## config.mk

```make
export PLATFORM = sky130hd
export DESIGN_NAME = ctx_switch_seq
export DESIGN_NICKNAME = d
export VERILOG_FILES = /design/src/rtl/ctx_pkg.sv /design/src/rtl/ctx_field_mux.sv /design/src/rtl/ctx_stage_bank.sv /design/src/rtl/ctx_switch_seq.sv
export SDC_FILE = /design/constraint.sdc
export NUM_CORES = 2
export LEC_CHECK = 0
export BUFFER_PORTS_ARGS = -buffer_cell sky130_fd_sc_hd__buf_2
export CAP_MARGIN = 20
export CELL_PAD_IN_SITES_DETAIL_PLACEMENT = 0
export CELL_PAD_IN_SITES_GLOBAL_PLACEMENT = 2
export CORE_ASPECT_RATIO = 0.5
export CORE_MARGIN = 8
export CORE_UTILIZATION = 36
export DETAILED_ROUTE_END_ITERATION = 6
export PLACE_DENSITY_LB_ADDON = 0.15
export SYNTH_ARGS = -nofsm -noshare
export SYNTH_HDL_FRONTEND = slang
export SYNTH_SLANG_ARGS = --single-unit
```

## constraint.sdc

```tcl
create_clock -name clk_i -period 4.1 [get_ports clk_i]
set_input_delay 0 -clock clk_i [delete_from_list [all_inputs] [get_ports clk_i]]
set_output_delay 0 -clock clk_i [all_outputs]
set_load 0.02 [all_outputs]
```

## src/rtl/ctx_pkg.sv

```systemverilog
package ctx_pkg;
    localparam int REC_WORDS = 26;
    localparam int IDX_W     = $clog2(REC_WORDS);
    localparam int N_GPR     = 8;
    localparam int N_SEG     = 6;
    localparam int N_RING    = 3;

    // word indices inside a context record (byte offset = index * 4)
    localparam int W_LINK  = 0;
    localparam int W_RING  = 1;
    localparam int W_XLAT  = 7;
    localparam int W_EIP   = 8;
    localparam int W_FLAGS = 9;
    localparam int W_GPR   = 10;
    localparam int W_SEG   = 18;
    localparam int W_LDT   = 24;
    localparam int W_TAIL  = 25;

    typedef enum logic [2:0] {
        ST_IDLE,
        ST_WR_REQ,
        ST_RD_REQ,
        ST_RD_WAIT,
        ST_DONE,
        ST_FAULT
    } seq_st_e;
endpackage

```

## src/rtl/ctx_field_mux.sv

```systemverilog
module ctx_field_mux
    import ctx_pkg::*;
#(
    parameter int DATA_W = 32,
    parameter int SEL_W  = 16
) (
    input  logic [IDX_W-1:0]             idx_i,
    input  logic [SEL_W-1:0]             link_i,
    input  logic [DATA_W-1:0]            eip_i,
    input  logic [DATA_W-1:0]            eflags_i,
    input  logic [N_GPR-1:0][DATA_W-1:0] gpr_i,
    input  logic [N_SEG-1:0][SEL_W-1:0]  seg_i,
    output logic [DATA_W-1:0]            wdata_o
);
    always_comb begin
        wdata_o = '0;
        if (idx_i == IDX_W'(W_LINK)) begin
            wdata_o = DATA_W'(link_i);
        end
        if (idx_i == IDX_W'(W_EIP)) begin
            wdata_o = eip_i;
        end
        if (idx_i == IDX_W'(W_FLAGS)) begin
            wdata_o = eflags_i;
        end
        for (int k = 0; k < N_GPR; k++) begin
            if (idx_i == IDX_W'(W_GPR + k)) begin
                wdata_o = gpr_i[k];
            end
        end
        for (int k = 0; k < N_SEG; k++) begin
            if (idx_i == IDX_W'(W_SEG + k)) begin
                wdata_o = DATA_W'(seg_i[k]);
            end
        end
    end
endmodule

```

## src/rtl/ctx_stage_bank.sv

```systemverilog
module ctx_stage_bank
    import ctx_pkg::*;
#(
    parameter int DATA_W = 32
) (
    input  logic                                 clk_i,
    input  logic                                 rst_ni,
    input  logic                                 cap_en_i,
    input  logic [IDX_W-1:0]                     cap_idx_i,
    input  logic [DATA_W-1:0]                    cap_data_i,
    input  logic                                 commit_i,
    output logic [REC_WORDS-1:0][DATA_W-1:0]     live_o
);
    logic [REC_WORDS-1:0][DATA_W-1:0] stage_d, stage_q;
    logic [REC_WORDS-1:0][DATA_W-1:0] live_d,  live_q;

    always_comb begin
        stage_d = stage_q;
        live_d  = live_q;
        for (int j = 0; j < REC_WORDS; j++) begin
            if (cap_en_i && cap_idx_i == IDX_W'(j)) begin
                stage_d[j] = cap_data_i;
            end
        end
        if (commit_i) begin
            live_d = stage_d;
        end
    end

    always_ff @(posedge clk_i or negedge rst_ni) begin
        if (!rst_ni) begin
            stage_q <= '0;
            live_q  <= '0;
        end else begin
            stage_q <= stage_d;
            live_q  <= live_d;
        end
    end

    assign live_o = live_q;

    // a commit only ever accompanies the capture of the last record word
    assert_commit_last_word_R7: assert property (@(posedge clk_i) disable iff (!rst_ni)
        commit_i |-> (cap_en_i && cap_idx_i == IDX_W'(REC_WORDS - 1)));

    // without a commit the presented bundle never moves
    assert_live_hold_R11: assert property (@(posedge clk_i) disable iff (!rst_ni)
        !commit_i |=> $stable(live_q));
endmodule

```

## src/rtl/ctx_switch_seq.sv

```systemverilog
module ctx_switch_seq
    import ctx_pkg::*;
#(
    parameter int ADDR_W = 32,
    parameter int DATA_W = 32,
    parameter int SEL_W  = 16
) (
    input  logic                              clk_i,
    input  logic                              rst_ni,
    input  logic                              start_i,
    input  logic [ADDR_W-1:0]                 old_base_i,
    input  logic [ADDR_W-1:0]                 new_base_i,
    input  logic [SEL_W-1:0]                  prev_sel_i,
    input  logic                              ret_link_i,
    input  logic                              paging_on_i,
    input  logic [DATA_W-1:0]                 out_eip_i,
    input  logic [DATA_W-1:0]                 out_eflags_i,
    input  logic [N_GPR-1:0][DATA_W-1:0]      out_gpr_i,
    input  logic [N_SEG-1:0][SEL_W-1:0]       out_seg_i,
    output logic                              mem_req_o,
    output logic                              mem_we_o,
    output logic [ADDR_W-1:0]                 mem_addr_o,
    output logic [DATA_W-1:0]                 mem_wdata_o,
    input  logic                              mem_ready_i,
    input  logic                              mem_rvalid_i,
    input  logic [DATA_W-1:0]                 mem_rdata_i,
    input  logic                              page_ok_i,
    output logic                              busy_o,
    output logic                              done_o,
    output logic                              fault_o,
    output logic                              dbg_trap_o,
    output logic                              pdbr_load_o,
    output logic [DATA_W-1:0]                 in_eip_o,
    output logic [DATA_W-1:0]                 in_eflags_o,
    output logic [N_GPR-1:0][DATA_W-1:0]      in_gpr_o,
    output logic [N_SEG-1:0][SEL_W-1:0]       in_seg_o,
    output logic [SEL_W-1:0]                  in_ldt_o,
    output logic [N_RING-1:0][DATA_W-1:0]     in_ring_sp_o,
    output logic [N_RING-1:0][SEL_W-1:0]      in_ring_ss_o,
    output logic [SEL_W-1:0]                  in_link_o,
    output logic [DATA_W-1:0]                 pdbr_o,
    output logic [SEL_W-1:0]                  iomap_o
);
    localparam int BYTE_SH  = $clog2(DATA_W / 8);
    localparam int LAST_WR  = W_SEG + N_SEG - 1;
    localparam int LAST_RD  = REC_WORDS - 1;

    typedef struct packed {
        seq_st_e            st;
        logic [IDX_W-1:0]   word;
        logic [ADDR_W-1:0]  old_base;
        logic [ADDR_W-1:0]  new_base;
        logic [SEL_W-1:0]   link;
        logic               ret;
        logic               pg;
    } seq_state_t;

    seq_state_t s_d, s_q;

    logic                             cap_en;
    logic                             commit;
    logic [REC_WORDS-1:0][DATA_W-1:0] live;
    logic [ADDR_W-1:0]                word_off;

    assign word_off   = ADDR_W'(s_q.word) << BYTE_SH;
    assign mem_req_o  = (s_q.st == ST_WR_REQ) || (s_q.st == ST_RD_REQ);
    assign mem_we_o   = (s_q.st == ST_WR_REQ);
    assign mem_addr_o = (mem_we_o ? s_q.old_base : s_q.new_base) + word_off;

    ctx_field_mux #(.DATA_W(DATA_W), .SEL_W(SEL_W)) u_field_mux (
        .idx_i    (s_q.word),
        .link_i   (s_q.link),
        .eip_i    (out_eip_i),
        .eflags_i (out_eflags_i),
        .gpr_i    (out_gpr_i),
        .seg_i    (out_seg_i),
        .wdata_o  (mem_wdata_o)
    );

    always_comb begin
        s_d    = s_q;
        cap_en = 1'b0;
        commit = 1'b0;
        unique case (s_q.st)
            ST_IDLE: begin
                if (start_i) begin
                    s_d.st       = ST_WR_REQ;
                    s_d.word     = ret_link_i ? IDX_W'(W_LINK) : IDX_W'(W_EIP);
                    s_d.old_base = old_base_i;
                    s_d.new_base = new_base_i;
                    s_d.link     = prev_sel_i;
                    s_d.ret      = ret_link_i;
                    s_d.pg       = paging_on_i;
                end
            end
            ST_WR_REQ: begin
                if (mem_ready_i) begin
                    if (s_q.word == IDX_W'(W_LINK)) begin
                        s_d.word = IDX_W'(W_EIP);
                    end else if (s_q.word == IDX_W'(LAST_WR)) begin
                        s_d.st   = ST_RD_REQ;
                        s_d.word = '0;
                    end else begin
                        s_d.word = s_q.word + 1'b1;
                    end
                end
            end
            ST_RD_REQ: begin
                if (mem_ready_i) begin
                    s_d.st = page_ok_i ? ST_RD_WAIT : ST_FAULT;
                end
            end
            ST_RD_WAIT: begin
                if (mem_rvalid_i) begin
                    cap_en = 1'b1;
                    if (s_q.word == IDX_W'(LAST_RD)) begin
                        commit = 1'b1;
                        s_d.st = ST_DONE;
                    end else begin
                        s_d.word = s_q.word + 1'b1;
                        s_d.st   = ST_RD_REQ;
                    end
                end
            end
            ST_DONE:  s_d.st = ST_IDLE;
            ST_FAULT: s_d.st = ST_IDLE;
            default:  s_d.st = ST_IDLE;
        endcase
    end

    always_ff @(posedge clk_i or negedge rst_ni) begin
        if (!rst_ni) begin
            s_q <= '{st: ST_IDLE, default: '0};
        end else begin
            s_q <= s_d;
        end
    end

    ctx_stage_bank #(.DATA_W(DATA_W)) u_stage_bank (
        .clk_i      (clk_i),
        .rst_ni     (rst_ni),
        .cap_en_i   (cap_en),
        .cap_idx_i  (s_q.word),
        .cap_data_i (mem_rdata_i),
        .commit_i   (commit),
        .live_o     (live)
    );

    assign busy_o      = (s_q.st != ST_IDLE);
    assign done_o      = (s_q.st == ST_DONE);
    assign fault_o     = (s_q.st == ST_FAULT);
    assign pdbr_load_o = done_o && s_q.pg;
    assign dbg_trap_o  = done_o && live[W_TAIL][0];

    assign in_link_o   = live[W_LINK][SEL_W-1:0];
    assign pdbr_o      = live[W_XLAT];
    assign in_eip_o    = live[W_EIP];
    assign in_eflags_o = live[W_FLAGS];
    assign in_ldt_o    = live[W_LDT][SEL_W-1:0];
    assign iomap_o     = live[W_TAIL][DATA_W-1 -: SEL_W];

    for (genvar k = 0; k < N_GPR; k++) begin : g_gpr
        assign in_gpr_o[k] = live[W_GPR + k];
    end
    for (genvar k = 0; k < N_SEG; k++) begin : g_seg
        assign in_seg_o[k] = live[W_SEG + k][SEL_W-1:0];
    end
    for (genvar r = 0; r < N_RING; r++) begin : g_ring
        assign in_ring_sp_o[r] = live[W_RING + 2*r];
        assign in_ring_ss_o[r] = live[W_RING + 2*r + 1][SEL_W-1:0];
    end

    logic unused_live_bits;
    assign unused_live_bits = ^{live[W_LINK][DATA_W-1:SEL_W], live[W_LDT][DATA_W-1:SEL_W],
                                live[W_TAIL][DATA_W-SEL_W-1:1],
                                live[W_RING+1][DATA_W-1:SEL_W], live[W_RING+3][DATA_W-1:SEL_W],
                                live[W_RING+5][DATA_W-1:SEL_W],
                                live[W_SEG][DATA_W-1:SEL_W], live[W_SEG+1][DATA_W-1:SEL_W],
                                live[W_SEG+2][DATA_W-1:SEL_W], live[W_SEG+3][DATA_W-1:SEL_W],
                                live[W_SEG+4][DATA_W-1:SEL_W], live[W_SEG+5][DATA_W-1:SEL_W]};

    // ---------------- assertions ----------------
    logic [ADDR_W-1:0] wr_off;
    logic              rd_seen_q;
    assign wr_off = mem_addr_o - s_q.old_base;

    always_ff @(posedge clk_i or negedge rst_ni) begin
        if (!rst_ni) begin
            rd_seen_q <= 1'b0;
        end else if (!busy_o) begin
            rd_seen_q <= 1'b0;
        end else if (mem_req_o && !mem_we_o) begin
            rd_seen_q <= 1'b1;
        end
    end

    assert_busy_after_start_R1: assert property (@(posedge clk_i) disable iff (!rst_ni)
        (start_i && !busy_o) |=> busy_o);

    assert_link_only_if_kept_R2: assert property (@(posedge clk_i) disable iff (!rst_ni)
        (mem_req_o && mem_we_o && wr_off == '0) |-> s_q.ret);

    assert_seg_upper_zero_R4: assert property (@(posedge clk_i) disable iff (!rst_ni)
        (mem_req_o && mem_we_o && wr_off >= ADDR_W'('h48)) |-> mem_wdata_o[DATA_W-1:SEL_W] == '0);

    assert_no_static_write_R5: assert property (@(posedge clk_i) disable iff (!rst_ni)
        (mem_req_o && mem_we_o) |->
        (wr_off == '0 || (wr_off >= ADDR_W'('h20) && wr_off <= ADDR_W'('h5C))));

    assert_writes_before_reads_R6: assert property (@(posedge clk_i) disable iff (!rst_ni)
        rd_seen_q |-> !(mem_req_o && mem_we_o));

    assert_single_outstanding_R6: assert property (@(posedge clk_i) disable iff (!rst_ni)
        (mem_req_o && !mem_we_o && mem_ready_i && page_ok_i) |=> !mem_req_o);

    assert_pdbr_only_done_R8: assert property (@(posedge clk_i) disable iff (!rst_ni)
        pdbr_load_o |-> done_o);

    assert_trap_only_done_R9: assert property (@(posedge clk_i) disable iff (!rst_ni)
        dbg_trap_o |-> done_o);

    assert_fault_stops_R11: assert property (@(posedge clk_i) disable iff (!rst_ni)
        fault_o |-> (!mem_req_o && !done_o && $stable(in_eip_o)));

    assert_busy_held_R12: assert property (@(posedge clk_i) disable iff (!rst_ni)
        (busy_o && !done_o && !fault_o) |=> busy_o);

    assert_busy_drops_R12: assert property (@(posedge clk_i) disable iff (!rst_ni)
        (done_o || fault_o) |=> !busy_o);
endmodule

```

==> impl_metrics.ini <==
[run_status]
status = complete, no violations

[floorplan]
rows = 107
io_pins = 1247
die_h_um = 309
die_area_um2 = 185000
initial_utilization_pct = 36.2
die_w_um = 601
core-area_um2 = 170000

[sta]
finalWorstPathRequiredPeriod_ps = 4060
fmax_mhz = 246
hold_viol = 0
fin_crit_sh_pct = 99.1
setup_viol = 0
max_slew.worst_pin.slew_ps = 1010
rsz0062_at_grt = true
hold_slack_ps = 47.1
relSlewSlack_pct = 32.1
final_max_slew_viol_count = 0
fin_skew_ps = 93.1

[critical_path]
worstPathRequired_ps = 4100
reg2reg_slack_ps = 680
crit_type = reg2out
crit_path_end_kind = primary output
cp.arrival_ps = 4060
r2r-start = s_q[89]
r2r_cells = 8
cp_max_fo = 21
rr_endpoint = u_stage_bank.live_o[772]
cp-start-kind = flip-flop

[global_routing]
grt_pass1_vias = 45628
grt_first_pass_wirelength_mm = 355
gr-total-overflow = 0
grt_use_total_pct = 26.5
grt_max_degree = 149
antenna_found_initial = 134

[clocking]
clockRootBuffer = clkbuf_16
h-tree-depth = 4
cts_buffers = 141
clkSinkCount = 1354
clkTransAtPathRegs_ps = 60
clockBufferDepth = 4
clk_latency_ps = 780
cts_tree = yes

[yosys]
synth_top_cell_by_area = dfrtp_1
synth-edff-count = 0
synth.cell_area_um2 = 61600
async_reset_ff_share_pct = 100
synthFlopType = dfrtp_1
syn_nets = 5941
yosys-top-cells-count = dfrtp_1, mux2_2, nand2_1, buf_4, nor2_1
synth.area.top_cells = dfrtp_1, mux2_2, buf_4
synth_top_area_share_pct = 55.0
ys_ff_latch = 1354
ys_seq_area_share_pct = 55.0
synth.distinct_cells = 71
yosysMostFrequentCell = dfrtp_1
avgSynthCellArea_um2 = 11.4
ys.warnings.count = 0
synthCells = 5394

[detailed_routing]
post_drt_wl_per_cell_um = 29.9
firstDrtPassIters = 7
ant_nets = 0
vias = 43522
drc = 0
vias_per_cell = 5.10
drt_iter0_markers = 2897
wirelength_mm = 255

[run]
max_cap_violations = 0

[hold_path]
min_path_cells = 3
holdPathEnd = s_q[2]
hp-start = prev_sel_i[0]
worstHoldPathType = in2reg

[place]
port_buffers = 1246
dpl.hpwl_mm = 186
routabilityCongestion = 0.927

[finish]
fillers = 16597
drive_gt1_share_pct = 43.3
final_net_count = 6650
syn_to_final_growth_pct = 17.1
fin_util_pct = 42.4

[power_and_ir_drop]
ir_drop_uv = 294
power.leakage_nw = 38.3
powerDensity_nw_per_um2 = 528
[critical path, cell delays in order, from the launching register on]
cell      delay, ps
dfrtp_2         520
buf_4           350
nor2b_1         160
and3_1          210
buf_4           200
or4_1           820
a221oi_1        770
buf_2           320
[worst max-delay path by stage]
stage	start	end	slack, ps	depth (start not counted)
final	s_q[85]	mem_wdata_o[23]	40	7
after CTS	s_q[86]	mem_wdata_o[7]	7	7
after floorplan	s_q[88]	mem_addr_o[24]	220	17
after global routing	s_q[82]	mem_wdata_o[7]	-20	10
after detailed placement	s_q[82]	mem_wdata_o[5]	220	8
after global placement	s_q[83]	mem_wdata_o[5]	310	8
[registers in the layout (all words and copies together) (netlist names)]
signal                cells
s_q                      89
u_stage_bank.stage_q    624
u_stage_bank.live_o     641
[layer usage]
layer / vias up / wire length, um / GRT usage [%]
li1: 18970 / - / -
met1: 22736 / 95300 / 29.8
met2: 1258 / 136000 / 49.4
met3: 516 / 11400 / 4.51
met4: 42 / 12900 / 12.1
met5: - / 274 / 0
[timing repair]
| action | in CTS | in global routing |
|---|---|---|
| gates cloned | 0 | 1 |
| hold endpoints to repair | 1036 | 0 |
| pin swaps | 0 | 1 |
| setup buffers | 1 | 7 |
| gates resized for setup | 15 | 8 |
| hold buffers | 146 | 0 |
| endpoints found under the setup margin | 16 | 11 |
[area by class of cell]
cell class | instances | area, um^2 | area share [%]
repair buffers | 1542 | 9120 | 12.6
multi-input cells | 2998 | 21600 | 29.9
inverters | 66 | 253 | 0.350
clock inverters | 27 | 263 | 0.364
diodes | 53 | 133 | 0.184
well taps | 2289 | 2860 | 3.97
clock buffers | 204 | 4080 | 5.65
flip-flops and latches | 1354 | 33900 | 47.0
[cell families (layout without fill, tap and decap cells)]
group                      Yosys count  after routing  share of synthesized area, %
buffers and inverters             1043           1839                          10.5
AOI/OAI and AO/OA                  506            506                          5.21
and+or+nand+nor                   1373           1374                          9.04
xor gates and xnor gates            38             38                         0.540
adders and majority gates           11             11                         0.236
DFF                               1354           1354                          55.0
other                                0             53                             0
muxes                             1069           1069                          19.5
[stage by stage]
step	cell area, um^2	setup slack [ps]	power [mW]	cells	setup TNS [ps]
after detailed placement	66000	222	25.5	8094	0
after global placement	66000	308	25.3	8094	0
after floorplan	61600	219	21.2	5394	0
after global routing	72100	-22.2	39.7	8512	-31.9
final	72100	35.4	38.1	8533	0
after CTS	71900	7.49	38.3	8472	0
[layout by cell type (no fill, tap or decap), types with 19 or more instances in the layout]
master,n
o22ai_1,43
mux2_2,1027
buf_4,129
dlygate4sd3_1,145
nand2_1,945
nor2_1,252
o211ai_1,19
buf_2,1245
inv_1,65
diode_2,53
o21ai_0,76
clkbuf_1,34
clkbuf_8,27
mux2i_1,37
a21oi_1,210
or3_1,19
nand3_1,31
dfrtp_1,1352
a221oi_1,36
clkbuf_16,144
buf_12,20
xor2_1,21
[power by group]
part           internal, mW  switching (mW)
Sequential             14.9           0.749
Combinational          3.88            6.08
Clock                  7.13            5.33
Total                  25.9            12.2
Power figures use the tool's default switching activity.
